**config.mk**
```make
export PLATFORM = sky130hd
export DESIGN_NAME = flash_status_reporter
export DESIGN_NICKNAME = d
export VERILOG_FILES = /design/src/rtl/statrep_pkg.sv /design/src/rtl/statrep_ctrl.sv /design/src/rtl/statrep_dpath.sv /design/src/rtl/flash_status_reporter.sv
export SDC_FILE = /design/constraint.sdc
export NUM_CORES = 1
export LEC_CHECK = 0
export BUFFER_PORTS_ARGS = -buffer_cell sky130_fd_sc_hd__buf_2
export CAP_MARGIN = 20
export CELL_PAD_IN_SITES_DETAIL_PLACEMENT = 1
export CELL_PAD_IN_SITES_GLOBAL_PLACEMENT = 2
export CORE_ASPECT_RATIO = 0.75
export CORE_MARGIN = 1
export CORE_UTILIZATION = 16
export CTS_CLUSTER_DIAMETER = 30
export DETAILED_ROUTE_END_ITERATION = 10
export HOLD_SLACK_MARGIN = 0.15
export PLACE_DENSITY = 0.89
export SETUP_SLACK_MARGIN = 0.2
export SLEW_MARGIN = 10
export SYNTH_ARGS = -nofsm -noshare
export SYNTH_HDL_FRONTEND = slang
export SYNTH_SLANG_ARGS = --single-unit
```
**constraint.sdc**
```tcl
create_clock -name clk -period 2.38 [get_ports clk]
set_clock_uncertainty 0.05 [all_clocks]
set_input_delay 0.476 -clock clk [delete_from_list [all_inputs] [get_ports clk]]
set_output_delay 0.476 -clock clk [all_outputs]
set_load 0.03 [all_outputs]
```
**src/rtl/statrep_pkg.sv**
```systemverilog
package statrep_pkg;
  typedef struct packed {
    logic flipToggle;
    logic busyHold;
  } strobe_t;
endpackage

```
**src/rtl/statrep_ctrl.sv**
```systemverilog
module statrep_ctrl import statrep_pkg::*; #(
  parameter int BUSY_DELAY = 3
) (
  input  logic    clk,
  input  logic    rstN,
  input  logic    opBusy,
  input  logic    opSuspended,
  input  logic    cmdAccept,
  input  logic    ceN,
  input  logic    oeN,
  output strobe_t strb
);
  localparam int CNT_W = $clog2(BUSY_DELAY + 1);

  logic             oePrev;
  logic [CNT_W-1:0] cnt;
  logic             armed;
  logic             expire;

  assign expire = (cnt == CNT_W'(1));

  always_ff @(posedge clk) begin
    if (!rstN) begin
      oePrev <= 1'b1;
      cnt    <= '0;
      armed  <= 1'b0;
    end else begin
      oePrev <= oeN;
      if (cmdAccept)        cnt <= CNT_W'(BUSY_DELAY);
      else if (cnt != '0)   cnt <= cnt - CNT_W'(1);
      armed <= expire ? opBusy : (armed & opBusy);
    end
  end

  always_comb begin
    strb.flipToggle = oePrev & ~oeN & ~ceN & opBusy & ~opSuspended;
    strb.busyHold   = armed;
  end


  arm_on_expire_chk: assert property (@(posedge clk) disable iff (!rstN)
    (expire && opBusy) |=> strb.busyHold);

  idle_clears_chk: assert property (@(posedge clk) disable iff (!rstN)
    !opBusy |=> !strb.busyHold);
endmodule

```
**src/rtl/statrep_dpath.sv**
```systemverilog
module statrep_dpath import statrep_pkg::*; #(
  parameter int DW = 8
) (
  input  logic          clk,
  input  logic          rstN,
  input  strobe_t       strb,
  input  logic          opBusy,
  input  logic          opErase,
  input  logic          opSuspended,
  input  logic [DW-1:0] lastData,
  input  logic [DW-1:0] arrayData,
  output logic [DW-1:0] readData,
  output logic          readyBusy
);
  localparam int POLL_BIT = DW - 1;
  localparam int TOG_BIT  = DW - 2;

  logic toggleQ;

  always_ff @(posedge clk) begin
    if (!rstN)                toggleQ <= 1'b0;
    else if (strb.flipToggle) toggleQ <= ~toggleQ;
  end

  always_comb begin
    readData = arrayData;
    if (opBusy) begin
      readData[POLL_BIT] = opErase ? 1'b0 : ~lastData[POLL_BIT];
      readData[TOG_BIT]  = toggleQ;
    end
    readyBusy = ~(strb.busyHold & ~opSuspended);
  end


  toggle_hold_chk: assert property (@(posedge clk) disable iff (!rstN)
    !strb.flipToggle |=> $stable(toggleQ));

  susp_hold_chk: assert property (@(posedge clk) disable iff (!rstN)
    opSuspended |=> $stable(toggleQ));
endmodule

```
**src/rtl/flash_status_reporter.sv**
```systemverilog
module flash_status_reporter import statrep_pkg::*; #(
  parameter int DW         = 8,
  parameter int BUSY_DELAY = 3
) (
  input  logic          clk,
  input  logic          rstN,
  input  logic          opBusy,
  input  logic          opErase,
  input  logic          opSuspended,
  input  logic          cmdAccept,
  input  logic [DW-1:0] lastData,
  input  logic [DW-1:0] arrayData,
  input  logic          ceN,
  input  logic          oeN,
  output logic [DW-1:0] readData,
  output logic          readyBusy
);
  strobe_t strb;

  statrep_ctrl #(.BUSY_DELAY(BUSY_DELAY)) ctrl_i (
    .clk(clk), .rstN(rstN), .opBusy(opBusy), .opSuspended(opSuspended),
    .cmdAccept(cmdAccept), .ceN(ceN), .oeN(oeN), .strb(strb));

  statrep_dpath #(.DW(DW)) dpath_i (
    .clk(clk), .rstN(rstN), .strb(strb), .opBusy(opBusy), .opErase(opErase),
    .opSuspended(opSuspended), .lastData(lastData), .arrayData(arrayData),
    .readData(readData), .readyBusy(readyBusy));


  ready_when_idle_chk: assert property (@(posedge clk) disable iff (!rstN)
    !opBusy |=> readyBusy);

  susp_bit_stable_chk: assert property (@(posedge clk) disable iff (!rstN)
    (opBusy && opSuspended && $past(opBusy && opSuspended)) |-> $stable(readData[DW-2]));
endmodule

```
== Word level (Yosys, flattened, before mapping) ==
Index checks and enable logic that the tools add are counted.

* Bits of input ports: 24
* Flip-flop bits (word level): 5

* Reduce and logical (&&, ||, !) cells: 2
* Multiplexer cells: 5
* Equal/unequal tests: 1
* $add $sub $neg: 1
* Bitwise gates (word level): 12

{| class="wikitable"
|+ Operators with widths
! cell !! number
|-
| bitwise AND 1 bit || 6
|-
| two-way mux 2 bit || 3
|-
| NOT 1 bit || 6
|-
| nonzero test 2 bit || 2
|-
| == test 2 x 1 -> 1 bit, second input constant || 1
|-
| two-way mux 1 bit || 2
|-
| subtractor 2 x 1 -> 2 bit, second input constant || 1
|}

== Longest topological paths before layout ==
* Word-level depth: 5
* Gate-level depth with buffers: 4
* Mapped depth without buffers: 4

== Cells and area by module ==
A second synthesis with hierarchy kept.

* Cell total of the unflattened synthesis: 30
* Area, all modules: 292.8 um^2

{| class="wikitable"
|+ By module, submodules not included
! module !! times used !! area an instance (um^2) !! cells an instance
|-
| statrep_ctrl || 1 || 180.2 || 17
|-
| statrep_dpath || 1 || 112.6 || 13
|}

== Worst setup path before layout ==
Ideal clock, no wire load.

* Kind: input port to output port
* Start: input port opBusy
* End: output port readData[6]
* Stages on the path: 1
* Arrival time: 867 ps
* Slack: 987 ps
* Data required time: 1,854 ps
* Path buffers: 0
* Cell sequence: mux2_2

* Longest elaborated chain between the ends: 1

{| class="wikitable"
|+ RTL lines
! element !! line !! text
|-
| start: declaration || flash_status_reporter.sv:7 || <nowiki>input logic opBusy,</nowiki>
|-
| two-way mux 2 bit || statrep_dpath.sv:27 || <nowiki>if (opBusy) begin</nowiki>
|-
| end: declaration || flash_status_reporter.sv:15 || <nowiki>output logic [DW-1:0] readData,</nowiki>
|}

Every way passes these cells.

== Worst setup path after layout ==
Ends and elaborated chain as after synthesis.

==> results.yml <==
status:
  outcome: "finished clean"
clocking:
  clockBufferDepth: 2
  clock_latency_ns: 0.24
  numCtsBuffers: 3
  cts_tree: "built"
  cts.clk_slew.worst_paths_ns: 0.04
  cts_resized: 0
  htree_levels: 1
  cts.sinks: 5
  ctsHoldBuffers: 0
  cts-root-buf: "clkbuf_4"
  cts_setup_buffers: 0
sta:
  slew_violations: 0
  worst_pin_slew_ns: 0.152
  setup_viol_count_final: 0
  timing.fmax_mhz: 610
  hold_violations: 0
  finalSetupTns_ns: 0
  min_period_ns: 1.64
  slew_headroom: 0.898
  finalCritPeriodShare: 0.689
  grt_setup_unrepaired: "false"
global_route:
  grt_max_degree: 6
  grt_first_pass_wirelength_um: 1090
  track_usage: 0.0845
  antenna_found_initial: 0
  grt_pass1_vias: 272
  grt-ovfl-total: 0
layout:
  diodes: 0
  fillers: 213
  final_area_um2: 363
  layout-drive-gt1-share: 0.450
  nNetsFinal: 67
  syn2layout_area_growth_pct: 25.0
  final_common_cell: "buf_2"
  final_cell_mix: "buf_2 (13), dfxtp_1 (5), clkbuf_4 (3)"
  fin_cells: 61
placement:
  placed_area_um2: 337
  gp_congestion: 0.585
  dp.cells: 57
  io_buffers: 13
synthesis:
  ys_types: 15
  synth_top_family_by_area: "buffers and inverters"
  syn_nets: 55
  synthSimpleGateAreaFrac: 0.116
  synth_seq_area_share: 0.345
  yosysWarnings: 0
  ys_ff_latch: 5
  avgSynthCellArea_um2: 10.0
  synth_xor_area_frac: 0.0302
  synthCells: 29
  synth_compound_area_frac: 0.129
  syn_area_um2: 290
  synth_mux_area_frac: 0.112
  synthAdderAreaFrac: 0.0862
setup_path:
  end_kind: "primary output"
  rr_startpoint: "ctrl_i.cnt[0]$_SDFFE_PN0P_"
  reg2reg_depth: 4
  reg2reg_slack_ns: 1.27
  crit_fanout: 4
  critPathRequiredTime_ns: 1.85
  start_kind: "input pin"
  worstReg2RegEnd: "ctrl_i.cnt[0]$_SDFFE_PN0P_"
  critPathKind: "in2out"
  critical_path_arrival_ns: 1.11
floorplan:
  coreArea_mm2: 0.00159
  die-area_mm2: 0.00199
  die_h_um: 38.9
  ios: 33
  die_width_um: 51.2
  start_util: 0.182
  rows: 12
route:
  drtAntennaViolNets: 0
  vias: 224
  vias_per_cell: 3.67
  drt-total-wl_um: 594
  drt_iter0_drc: 3
  routedWlPerCell_um: 9.74
  drc: 0
  dr.pass1.iters: 2
power_and_ir_drop:
  ir_worst_vdd_mv: 0.280
  power.density_mw_per_mm2: 662
  cellLeakagePower_nw: 0.176
job:
  drv_cap: 0
worst_hold_path:
  hold_path.class: "in2reg"
  min_from: "oeN"
  min_to: "ctrl_i.oePrev$_SDFF_PN1_"
  hold_depth: 2
-- cell families (layout without fill, tap and decap cells) --
logic type | Yosys count | in the layout
buffers and inverters | 8 | 19
and+or+nand+nor | 5 | 5
muxes | 3 | 3
adders and majority gates | 2 | 2
xor gates and xnor gates | 1 | 1
DFF | 5 | 5
AOI/OAI and AO/OA | 5 | 5
-- per-stage QoR --
step | power (mW) | hold WS, ns | utilization | setup WS, ns
final | 0.240 | 0.383 | 0.228 | 0.740
after global routing | 0.259 | 0.377 | 0.228 | 0.709
after CTS | 0.247 | 0.370 | 0.228 | 0.735
after detailed placement | 0.143 | 0.442 | 0.211 | 0.736
after global placement | 0.141 | 0.421 | 0.211 | 0.742
after floorplan | 0.144 | 0.403 | - | 0.987
-- cell usage after synthesis, drive strengths merged --
cell type	n	share of area
xnor2	1	0.030
o21a	2	0.052
or3	1	0.022
mux2	2	0.078
buf	6	0.16
ha	2	0.086
nand2b	2	0.043
a21boi	1	0.026
mux2i	1	0.034
dfxtp	5	0.34
nand4bb	1	0.039
o211a	1	0.034
o21ai	1	0.017
inv	2	0.026
nor2	1	0.013
-- worst max-delay path: stages --
cell,delay (ns)
buf_2,0.13
mux2_2,0.33
buf_2,0.18
-- worst max-delay path by stage --
stage                   to  slack, ns   start  cells past startpoint
2_1_floorplan  readData[6]       0.99  opBusy                      1
3_3_place_gp   readData[7]       0.74  opBusy                      3
3_5_place_dp   readData[6]       0.74  opBusy                      3
4_1_cts        readData[6]       0.74  opBusy                      3
5_1_grt        readData[6]       0.71  opBusy                      3
6_report       readData[6]       0.74  opBusy                      3
-- state kept, by name, summed over array words and instances, names as in the netlist --
signal,flops
ctrl_i.armed,1
ctrl_i.cnt,2
ctrl_i.oePrev,1
dpath_i.toggleQ,1
-- report_power, final --
group / switching [mW] / total [mW] / internal [mW]
combinational: 0.0229 / 0.0467 / 0.0238
clock: 0.0360 / 0.0994 / 0.0635
sequential: 0.00341 / 0.0940 / 0.0905
total: 0.0623 / 0.240 / 0.178
-- final cells by class --
class,instances,area [um^2],area share
timing repair buffer,13,65.1,0.179
tap,21,26.3,0.0724
sequential,5,100,0.276
inverter,2,7.51,0.0207
clock buffer,4,26.3,0.0724
multi-input combinational,16,138,0.379
-- routing by layer --
metal | up-vias | part of all wire | GRT usage
met3 | 2 | 0.077 | 0.0588
met5 | - | 0 | 0
met2 | 8 | 0.46 | 0.135
li1 | 113 | - | -
met1 | 101 | 0.44 | 0.0753
met4 | 0 | 0.020 | 0.0694
Power figures use the tool's default switching activity.
